File: config.mk
export PLATFORM = sky130hd
export DESIGN_NAME = irrx_runlen_sampler
export DESIGN_NICKNAME = d
export VERILOG_FILES = /design/src/rtl/irrx_pkg.sv /design/src/rtl/irrx_tick.sv /design/src/rtl/irrx_front.sv /design/src/rtl/irrx_core.sv /design/src/rtl/irrx_runlen_sampler.sv
export SDC_FILE = /design/constraint.sdc
export NUM_CORES = 1
export LEC_CHECK = 0
export ABC_AREA = 1
export ABC_CLOCK_PERIOD_IN_PS = 3800
export BUFFER_PORTS_ARGS = -buffer_cell sky130_fd_sc_hd__buf_2
export CAP_MARGIN = 20
export CELL_PAD_IN_SITES_DETAIL_PLACEMENT = 2
export CELL_PAD_IN_SITES_GLOBAL_PLACEMENT = 2
export CORE_ASPECT_RATIO = 1.5
export CORE_MARGIN = 8
export CORE_UTILIZATION = 34
export CTS_CLUSTER_DIAMETER = 40
export DETAILED_ROUTE_END_ITERATION = 10
export GPL_TIMING_DRIVEN = 0
export PLACE_DENSITY_LB_ADDON = 0.1
export SYNTH_ARGS = -nofsm -noshare
export SYNTH_HDL_FRONTEND = slang
export SYNTH_SLANG_ARGS = --single-unit
File: constraint.sdc
create_clock -name clk -period 3.8 [get_ports clk]
set_clock_uncertainty 0.15 [all_clocks]
set_input_delay 0.38 -clock clk [delete_from_list [all_inputs] [get_ports clk]]
set_output_delay 0.38 -clock clk [all_outputs]
set_load 0.01 [all_outputs]
File: src/rtl/irrx_pkg.sv
package irrx_pkg;
    // width of the run-length field carried in each byte
    localparam int RUN_W = 7;
    // largest run held in one byte
    localparam logic [RUN_W-1:0] RUN_MAX = 7'd127;
    // mode code that selects infrared sampling
    localparam logic [1:0] MODE_IR = 2'b11;

    typedef enum logic {
        ST_WAIT = 1'b0,
        ST_PKT  = 1'b1
    } phase_e;
endpackage

File: src/rtl/irrx_tick.sv
// Sample strobe generator: one-cycle tick every DIV_LO or DIV_HI clocks.
// Assumes DIV_LO >= 2 and DIV_HI >= DIV_LO; counter restarts while idle.
module irrx_tick #(
    parameter int DIV_LO = 64,
    parameter int DIV_HI = 128
) (
    input  logic clk,
    input  logic rst_n,
    input  logic run,
    input  logic sel,
    output logic tick
);
    localparam int CW = $clog2(DIV_HI);

    logic [CW-1:0] cnt;
    logic [CW-1:0] lim;

    assign lim  = sel ? CW'(DIV_HI - 1) : CW'(DIV_LO - 1);
    assign tick = run && (cnt >= lim);

    // count clocks within one sample period
    always_ff @(posedge clk) begin
        if (!rst_n || !run)  cnt <= '0;
        else if (cnt >= lim) cnt <= '0;
        else                 cnt <= cnt + CW'(1);
    end
endmodule

File: src/rtl/irrx_front.sv
// Input front end: polarity flip, two-flop synchronizer, glitch filter.
// The filtered level changes only after glitch_len consecutive differing
// samples (at least one). lvl_stb marks the cycle in which lvl is current.
module irrx_front (
    input  logic       clk,
    input  logic       rst_n,
    input  logic       run,
    input  logic       tick,
    input  logic       ir_raw,
    input  logic       flip,
    input  logic [5:0] glitch_len,
    output logic       lvl,
    output logic       lvl_stb
);
    logic       sync1, sync2;
    logic [5:0] diff_cnt;
    logic [6:0] need;

    assign need = (glitch_len == 6'd0) ? 7'd1 : {1'b0, glitch_len};

    // bring the flipped input into the clock domain
    always_ff @(posedge clk) begin
        if (!rst_n || !run) begin
            sync1 <= 1'b0;
            sync2 <= 1'b0;
        end else begin
            sync1 <= ir_raw ^ flip;
            sync2 <= sync1;
        end
    end

    // accept a new level once it has persisted long enough
    always_ff @(posedge clk) begin
        if (!rst_n || !run) begin
            lvl      <= 1'b0;
            diff_cnt <= '0;
            lvl_stb  <= 1'b0;
        end else begin
            lvl_stb <= tick;
            if (tick) begin
                if (sync2 != lvl) begin
                    if ({1'b0, diff_cnt} + 7'd1 >= need) begin
                        lvl      <= sync2;
                        diff_cnt <= '0;
                    end else begin
                        diff_cnt <= diff_cnt + 6'd1;
                    end
                end else begin
                    diff_cnt <= '0;
                end
            end
        end
    end
endmodule

File: src/rtl/irrx_core.sv
// Run-length engine: waits for a qualifying mark, then reports each run as
// {level, length}, splits runs at 127, and closes the packet after a long
// space. Assumes SCALE >= 2 so a timeout never meets a level change.
module irrx_core
    import irrx_pkg::*;
#(
    parameter int SCALE = 128
) (
    input  logic       clk,
    input  logic       rst_n,
    input  logic       run,
    input  logic       stb,
    input  logic       lvl,
    input  logic [7:0] quiet_len,
    input  logic [6:0] start_len,
    input  logic       start_scale,
    output logic       run_valid,
    output logic [7:0] run_byte,
    output logic       pkt_done
);
    localparam int AW = $clog2(128 * SCALE) + 1;
    localparam int QW = $clog2(256 * SCALE) + 1;

    phase_e           phase, nx_phase;
    logic             cur, nx_cur;
    logic [RUN_W-1:0] runlen, nx_run, run_inc;
    logic [AW-1:0]    qual, nx_qual, need_start;
    logic [QW-1:0]    quiet, nx_quiet, quiet_inc, need_quiet;
    logic             e_valid, e_flush, flush_d;
    logic [7:0]       e_byte;

    assign need_start = AW'({1'b0, start_len} + 8'd1) * (start_scale ? AW'(SCALE) : AW'(1));
    assign need_quiet = QW'({1'b0, quiet_len} + 9'd1) * QW'(SCALE);
    assign run_inc    = (lvl == cur) ? runlen + RUN_W'(1) : RUN_W'(1);
    assign quiet_inc  = lvl ? '0 : quiet + QW'(1);

    // decide the next state and any byte for this sample
    always_comb begin
        nx_phase = phase;
        nx_cur   = cur;
        nx_run   = runlen;
        nx_qual  = qual;
        nx_quiet = quiet;
        e_valid  = 1'b0;
        e_flush  = 1'b0;
        e_byte   = 8'd0;
        if (stb) begin
            unique case (phase)
                ST_WAIT: begin
                    if (!lvl) begin
                        nx_qual = '0;
                    end else if (qual + AW'(1) >= need_start) begin
                        nx_phase = ST_PKT;
                        nx_cur   = 1'b1;
                        nx_run   = RUN_W'(1);
                        nx_qual  = '0;
                        nx_quiet = '0;
                    end else begin
                        nx_qual = qual + AW'(1);
                    end
                end
                ST_PKT: begin
                    nx_quiet = quiet_inc;
                    if (!lvl && quiet_inc == need_quiet) begin
                        e_valid  = 1'b1;
                        e_byte   = {lvl, run_inc};
                        e_flush  = 1'b1;
                        nx_phase = ST_WAIT;
                        nx_cur   = 1'b0;
                        nx_run   = '0;
                        nx_quiet = '0;
                    end else if (lvl != cur) begin
                        e_valid = (runlen != '0);
                        e_byte  = {cur, runlen};
                        nx_cur  = lvl;
                        nx_run  = RUN_W'(1);
                    end else if (run_inc == RUN_MAX) begin
                        e_valid = 1'b1;
                        e_byte  = {cur, RUN_MAX};
                        nx_run  = '0;
                    end else begin
                        nx_run = run_inc;
                    end
                end
                default: nx_phase = ST_WAIT;
            endcase
        end
    end

    // register state and outputs; packet end trails the flushed byte
    always_ff @(posedge clk) begin
        if (!rst_n || !run) begin
            phase     <= ST_WAIT;
            cur       <= 1'b0;
            runlen    <= '0;
            qual      <= '0;
            quiet     <= '0;
            run_valid <= 1'b0;
            run_byte  <= 8'd0;
            flush_d   <= 1'b0;
            pkt_done  <= 1'b0;
        end else begin
            phase     <= nx_phase;
            cur       <= nx_cur;
            runlen    <= nx_run;
            qual      <= nx_qual;
            quiet     <= nx_quiet;
            run_valid <= e_valid;
            if (e_valid) run_byte <= e_byte;
            flush_d   <= e_flush;
            pkt_done  <= flush_d;
        end
    end
endmodule

File: src/rtl/irrx_runlen_sampler.sv
// Top level: gates the sampler with the enables and mode, then chains the
// strobe generator, the input front end and the run-length engine.
module irrx_runlen_sampler
    import irrx_pkg::*;
#(
    parameter int DIV_LO = 64,
    parameter int DIV_HI = 128,
    parameter int SCALE  = 128
) (
    input  logic       clk,
    input  logic       rst_n,
    input  logic       ir_raw,
    input  logic       en_global,
    input  logic       en_receive,
    input  logic [1:0] op_mode,
    input  logic       rate_sel,
    input  logic [5:0] glitch_len,
    input  logic [7:0] quiet_len,
    input  logic [6:0] start_len,
    input  logic       start_scale,
    input  logic       pol_flip,
    output logic       run_valid,
    output logic [7:0] run_byte,
    output logic       pkt_done
);
    logic gate, tick, lvl, lvl_stb;

    assign gate = en_global && en_receive && (op_mode == MODE_IR);

    irrx_tick #(.DIV_LO(DIV_LO), .DIV_HI(DIV_HI)) u_tick (
        .clk(clk), .rst_n(rst_n), .run(gate), .sel(rate_sel), .tick(tick)
    );

    irrx_front u_front (
        .clk(clk), .rst_n(rst_n), .run(gate), .tick(tick), .ir_raw(ir_raw),
        .flip(pol_flip), .glitch_len(glitch_len), .lvl(lvl), .lvl_stb(lvl_stb)
    );

    irrx_core #(.SCALE(SCALE)) u_core (
        .clk(clk), .rst_n(rst_n), .run(gate), .stb(lvl_stb), .lvl(lvl),
        .quiet_len(quiet_len), .start_len(start_len), .start_scale(start_scale),
        .run_valid(run_valid), .run_byte(run_byte), .pkt_done(pkt_done)
    );
endmodule

* Word-level counts from Yosys, hierarchy flattened
Cells that the tools add are included.
** Storage, ports and cells
- Memories :: 0
- Register bits after elaboration :: 68
- Input bits :: 31
- Latch bits :: 0
- Memory bits (writable) :: 0
- Bits in read-only memories :: 0
- Word-level logic and storage cells :: 94
** Cells by class
- Magnitude comparators :: 3
- Reduce and logical (&&, ||, !) cells :: 16
- Equal/unequal tests :: 9
- Multiply operators :: 1
- Shift operators :: 0
- Divide/modulo/power cells :: 0
- Mux-type cells :: 39
- Bitwise logic cells :: 3
- $add $sub $neg :: 8
** Operators by type and width (count)
- 16-bit 2-to-1 mux :: 4
- 7-bit 2-to-1 mux :: 7
- 8-bit 2-to-1 mux :: 6
- 16-bit one-hot mux with 2 select lines :: 1
- 15-bit 2-to-1 mux :: 2
- 6-bit 2-to-1 mux :: 3
- 16-bit by 1-bit adder with 16-bit output, second input constant :: 1
- 16-bit == test :: 1
- 15-bit by 1-bit adder with 15-bit output, second input constant :: 1
- 15-bit greater-or-equal comparator :: 1
- 15-bit by 15-bit multiplier with 15-bit output :: 1
- 7-bit by 1-bit adder with 7-bit output, second input constant :: 2
- 7-bit greater-or-equal comparator :: 2
- 7-bit one-hot mux with 2 select lines :: 1
- 1-bit 2-to-1 mux :: 13
- 8-bit by 1-bit adder with 9-bit output, second input constant :: 1
- 7-bit by 1-bit adder with 8-bit output, second input constant :: 1
- 6-bit by 1-bit adder with 7-bit output, second input constant :: 1
- 7-bit == test, second input constant :: 1
- 7-bit nonzero test :: 1
- 6-bit by 1-bit adder with 6-bit output, second input constant :: 1
- 6-bit logical NOT :: 1
- 3-bit AND reduction :: 2
- 1-bit logical AND :: 4
- other kinds (15) :: 20

* Logic depth before layout (Yosys ltp)
- Word-level depth :: 8
- Depth in mapped cells :: 22
- Gate-level depth less buffers :: 21

* By module
Synthesis repeated with hierarchy kept, for this count alone.
** Second synthesis, totals
- Cells, all modules :: 790
- Area, all modules :: 5043.6 µm²
** By module, submodules not included
- irrx_core :: sequential area each 1021.0 µm², instances 1, cells an instance 649, area each 4001.3 µm²
- irrx_front :: sequential area each 200.2 µm², instances 1, cells an instance 94, area each 659.4 µm²
- irrx_tick :: sequential area each 140.1 µm², instances 1, cells an instance 44, area each 371.6 µm²
- irrx_runlen_sampler :: sequential area each 0.0 µm², instances 1, cells an instance 3, area each 11.3 µm²

* Least setup slack after synthesis
OpenSTA, ideal clock, no wires.
- Kind :: flip-flop to flip-flop
- Start :: register u_core.qual[0]
- End :: register u_core.quiet[2]
- Slack :: 0.564 ns
- Arrival :: 2.969 ns
- Cell stages (with the launch flop) :: 19
- Required time :: 3.533 ns
- Cells stage by stage :: dfxtp_1 > ha_1 > nand4_1 > nor2_1 > nand3_1 > nor2_1 > and3_1 > nand3_1 > xnor2_1 > ha_1 > nand4_1 > nor4_1 > nand3b_1 > nand3_1 > nand2_1 > inv_1 > clkbuf_1 > a21oi_1 > nor2_1
** Between the ends
- Longest elaborated chain between the ends :: 4
** RTL lines
- start, declared :: RTL line irrx_core.sv:27 : logic [AW-1:0] qual, nx_qual, need_start;
- start signal, assigned :: RTL line irrx_core.sv:106 : qual <= nx_qual;
- 15-bit by 1-bit adder with 15-bit output :: RTL line irrx_core.sv:52 : end else if (qual + AW'(1) >= need_start) begin
- 15-bit greater-or-equal comparator :: RTL line irrx_core.sv:52
- 2-bit by 1-bit inequality test with 1-bit output (no source line)
- 3-bit AND reduction (no source line)
- end signal, assigned :: RTL line irrx_core.sv:107 : quiet <= nx_quiet;
- end, declared :: RTL line irrx_core.sv:28 : logic [QW-1:0] quiet, nx_quiet, quiet_inc, need_quiet;
No other way between the ends.
A chain may end at the register's enable or synchronous reset.

* Worst setup path after layout
- Start :: register u_core.qual[0]
- End :: register u_core.quiet[11]
The elaborated chain is that of the path after synthesis.

==> metrics.md <==
| Metric | Value |
|---|---|
| Die ar. | 0.0188 mm² |
| R2R cell count | 21 |
| GRT Util Overall | 18.5% |
| Clk Latency, worst-skew pair | 0.34 ns |
| Io pins | 41 |
| Pre-CTS setup slack | -0.633 ns |
| CP required | 3.84 ns |
| Initial antenna violation count | 0 |
| P_leak | 0.00260 µW |
| Synth top area cells | dfxtp_1 (27%), nand2_1 (13%), ha_1 (8.3%), inv_1 (6.9%), nand3_1 (6.6%) |
| DRT antenna net count | 0 |
| Mapped Area | 0.00498 mm² |
| NumNets Final | 879 |
| CTS tree | done |
| Synthesis-to-finish area growth | 18.3% |
| Critical path launch point type | register |
| Final Hold Slack | 0.197 ns |
| Pin count of the biggest net entering global routing | 13 |
| Layout cells sized above 1 | 16.0% |
| Count of final hold-check violations | 0 |
| Ys flop type | dfxtp_1 |
| Tmin final | 3.57 ns |
| Vias | 5242 |
| FF-to-FF Start | u_core.qual[0] |
| Pwr dens | 286 mW/mm² |
| FF+latch area | 0.00137 mm² |
| Clock root buffer | clkbuf_16 |
| Most common cell in the synthesized netlist | nand2_1 |
| # DRC | 0 |
| Sequential area share after synthesis | 27.4% |
| Maximum clock path buffer count | 2 |
| Crit share post-route | 94.1% |
| Worst Slack Setup Final | 0.225 ns |
| Vertical die dimension | 164 µm |
| First-pass GRT wire length | 27900 µm |
| Pwr Total | 1680 µW |
| Port Buffer Count | 40 |
| Cells after Synth | 760 |
| Drt total wl | 16700 µm |
| Distinct cells, synth | 44 |
| Max Cap Viol | 0 |
| Final setup violation count | 0 |
| Worst Max-Slew Pin Slew | 0.659 ns |
| Worst Setup SP | u_core.qual[0] |
| Gr ovfl total | 0 |
| Diodes inserted | 0 |
| RePlAce Congestion | 0.785 |
| First-pass DRT Iterations | 4 |
| Hold Crit Start | ir_raw |
| Starting Density | 34.4% |
| Synthesis Warnings | 0 |
| Die width | 115 µm |
| Ys async rst share | 0% |
| Synth Area per Inst | 6.55 µm² |
| RSZ-0062 raised after global routing | false |
| Clock Sinks | 68 |
| Yosys reg bits | 68 |
| Reg2Reg Capture Point | u_core.quiet[11] |
| Type of the worst setup path | register to register |
| Total CTS buffers | 9 |
| R2r setup slk | 0.23 ns |
| WHS Endpoint | u_front.sync1 |
| Mapped Nets | 824 |
| DR vias/cell | 5.16 |
| Vias in the first global route | 5969 |
| HPWL Detailed | 13600 µm |
| Fin cells | 1016 |
| H-tree Lvls | 3 |
| Hold Crit Depth | 3 |
| Worst-path fanout max | 10 |
| Final slew viol count | 0 |
| Status | complete, no violations |
| Multi-input logic area | 0.00324 mm² |
| Post-synth EDFFs | 0 |
| Core area | 0.0145 mm² |
| Worst VDD drop | 179 µV |
| Iter 0 DRT Violations | 111 |
| Reg clk slew, reported paths | 0.06 ns |
| Final setup TNS | 0 ns |
| Data arrival time of the critical path | 3.61 ns |
| Synth area leader | dfxtp_1 |
| Hold WC Path Type | input pin to register |
| Crit end category | register |
| Post-CTS Hold Buffers | 0 |
| Placed cell count | 996 |
| DR WL/cell | 16.4 µm |
| Synth cell count leaders | nand2_1 (174), inv_1 (92), nor2_1 (81), dfxtp_1 (68), nand3_1 (66) |
| Fill count | 1844 |
| Row cnt | 54 |
| Slew headroom | 55.9% |
| Fmax | 280 MHz |
| Top cell type's share of synthesized area | 27.4% |
registers in the layout, indices dropped and copies added, names as in the netlist:
name and count:
u_core.quiet 16, u_core.qual 15, u_core.run_byte 8, u_core.runlen 7, u_tick.cnt 7, u_front.diff_cnt 6, u_core.cur 1, u_core.flush_d 1
u_core.phase 1, u_core.pkt_done 1, u_core.run_valid 1, u_front.lvl 1, u_front.lvl_stb 1, u_front.sync1 1, u_front.sync2 1
metrics by stage:
step / util, % / cell area [µm²]
4_1_cts: 40.0 / 5790
2_1_floorplan: - / 4980
3_3_place_gp: 37.5 / 5420
5_1_grt: 40.7 / 5890
3_5_place_dp: 37.5 / 5420
6_report: 40.7 / 5890
how the worst max path moves through the flow:
stage,to,cells past startpoint
after floorplan,u_core.quiet[2],18
after global placement,u_core.runlen[1],19
after detailed placement,u_core.quiet[10],19
after CTS,u_core.qual[7],17
after global routing,u_core.runlen[0],17
final,u_core.quiet[11],21
cell families (layout without fill, tap and decap cells):
kind of cell               count (synthesis)  after routing  synth area share [%]
xor gates and xnor gates                  27             27                  4.75
and+or+nand+nor                          404            404                  38.1
AOI/OAI and AO/OA                        110            110                  12.2
buffers and inverters                    117            177                  9.20
other                                      1              1                0.0753
DFF                                       68             68                  27.4
adders and majority gates                 33             33                  8.30
power by group:
group / total, µW / switching (µW) / internal, µW
logic: 117 / 72.4 / 44.6
registers: 713 / 0.195 / 712
clock network: 853 / 325 / 528
routing by layer:
layer	routed length, µm	share of wire (%)	track usage, %	vias up
li1	-	-	-	2609
met4	413	2.5	7.20	0
met3	344	2.1	2.61	24
met5	0	0	0	-
met2	9750	58	38.7	58
met1	6200	37	17.2	2551
critical path: stages (launching register included):
cell      delay, ns
dfxtp_4        0.39
ha_4           0.16
nand4_1        0.16
nor2_2         0.19
nand3_2        0.13
nor2_4         0.12
and3_4         0.19
nand3_1        0.10
xnor2_2        0.17
ha_1           0.32
nand4_1        0.14
inv_1          0.11
nand2_1        0.06
nor2_1         0.11
nand2_1        0.07
nand3b_1       0.20
nand3_2        0.13
nand2_4        0.17
inv_4          0.07
buf_8          0.15
nand2_1        0.07
a21oi_1        0.06
layout by cell type, fill, tap and decap left out, drive strengths merged, types with 7 or more instances in the layout:
cell / count
nand2: 186
inv: 98
nor2: 95
nand3: 70
dfxtp: 68
a21oi: 57
buf: 54
ha: 33
o21ai: 33
nand4: 27
xor2: 20
clkbuf: 19
nor3: 7
nand3b: 7
xnor2: 7
cell type report:
cell class                 count  area share (%)
buffer                        18            2.12
clock buffer                  11            4.12
clock inverter                 5            1.02
inverter                      99            6.35
multi-input combinational    575            55.1
sequential                    68            23.2
tap                          196            4.16
timing repair buffer          44            3.91
what timing repair did:
action	CTS	global route
setup buffers	2	2
endpoints found under the hold margin	0	0
pin swaps	2	11
endpoints found under the setup margin	40	37
resized for setup	18	31
Note: power is estimated with default switching activity, not from simulation.
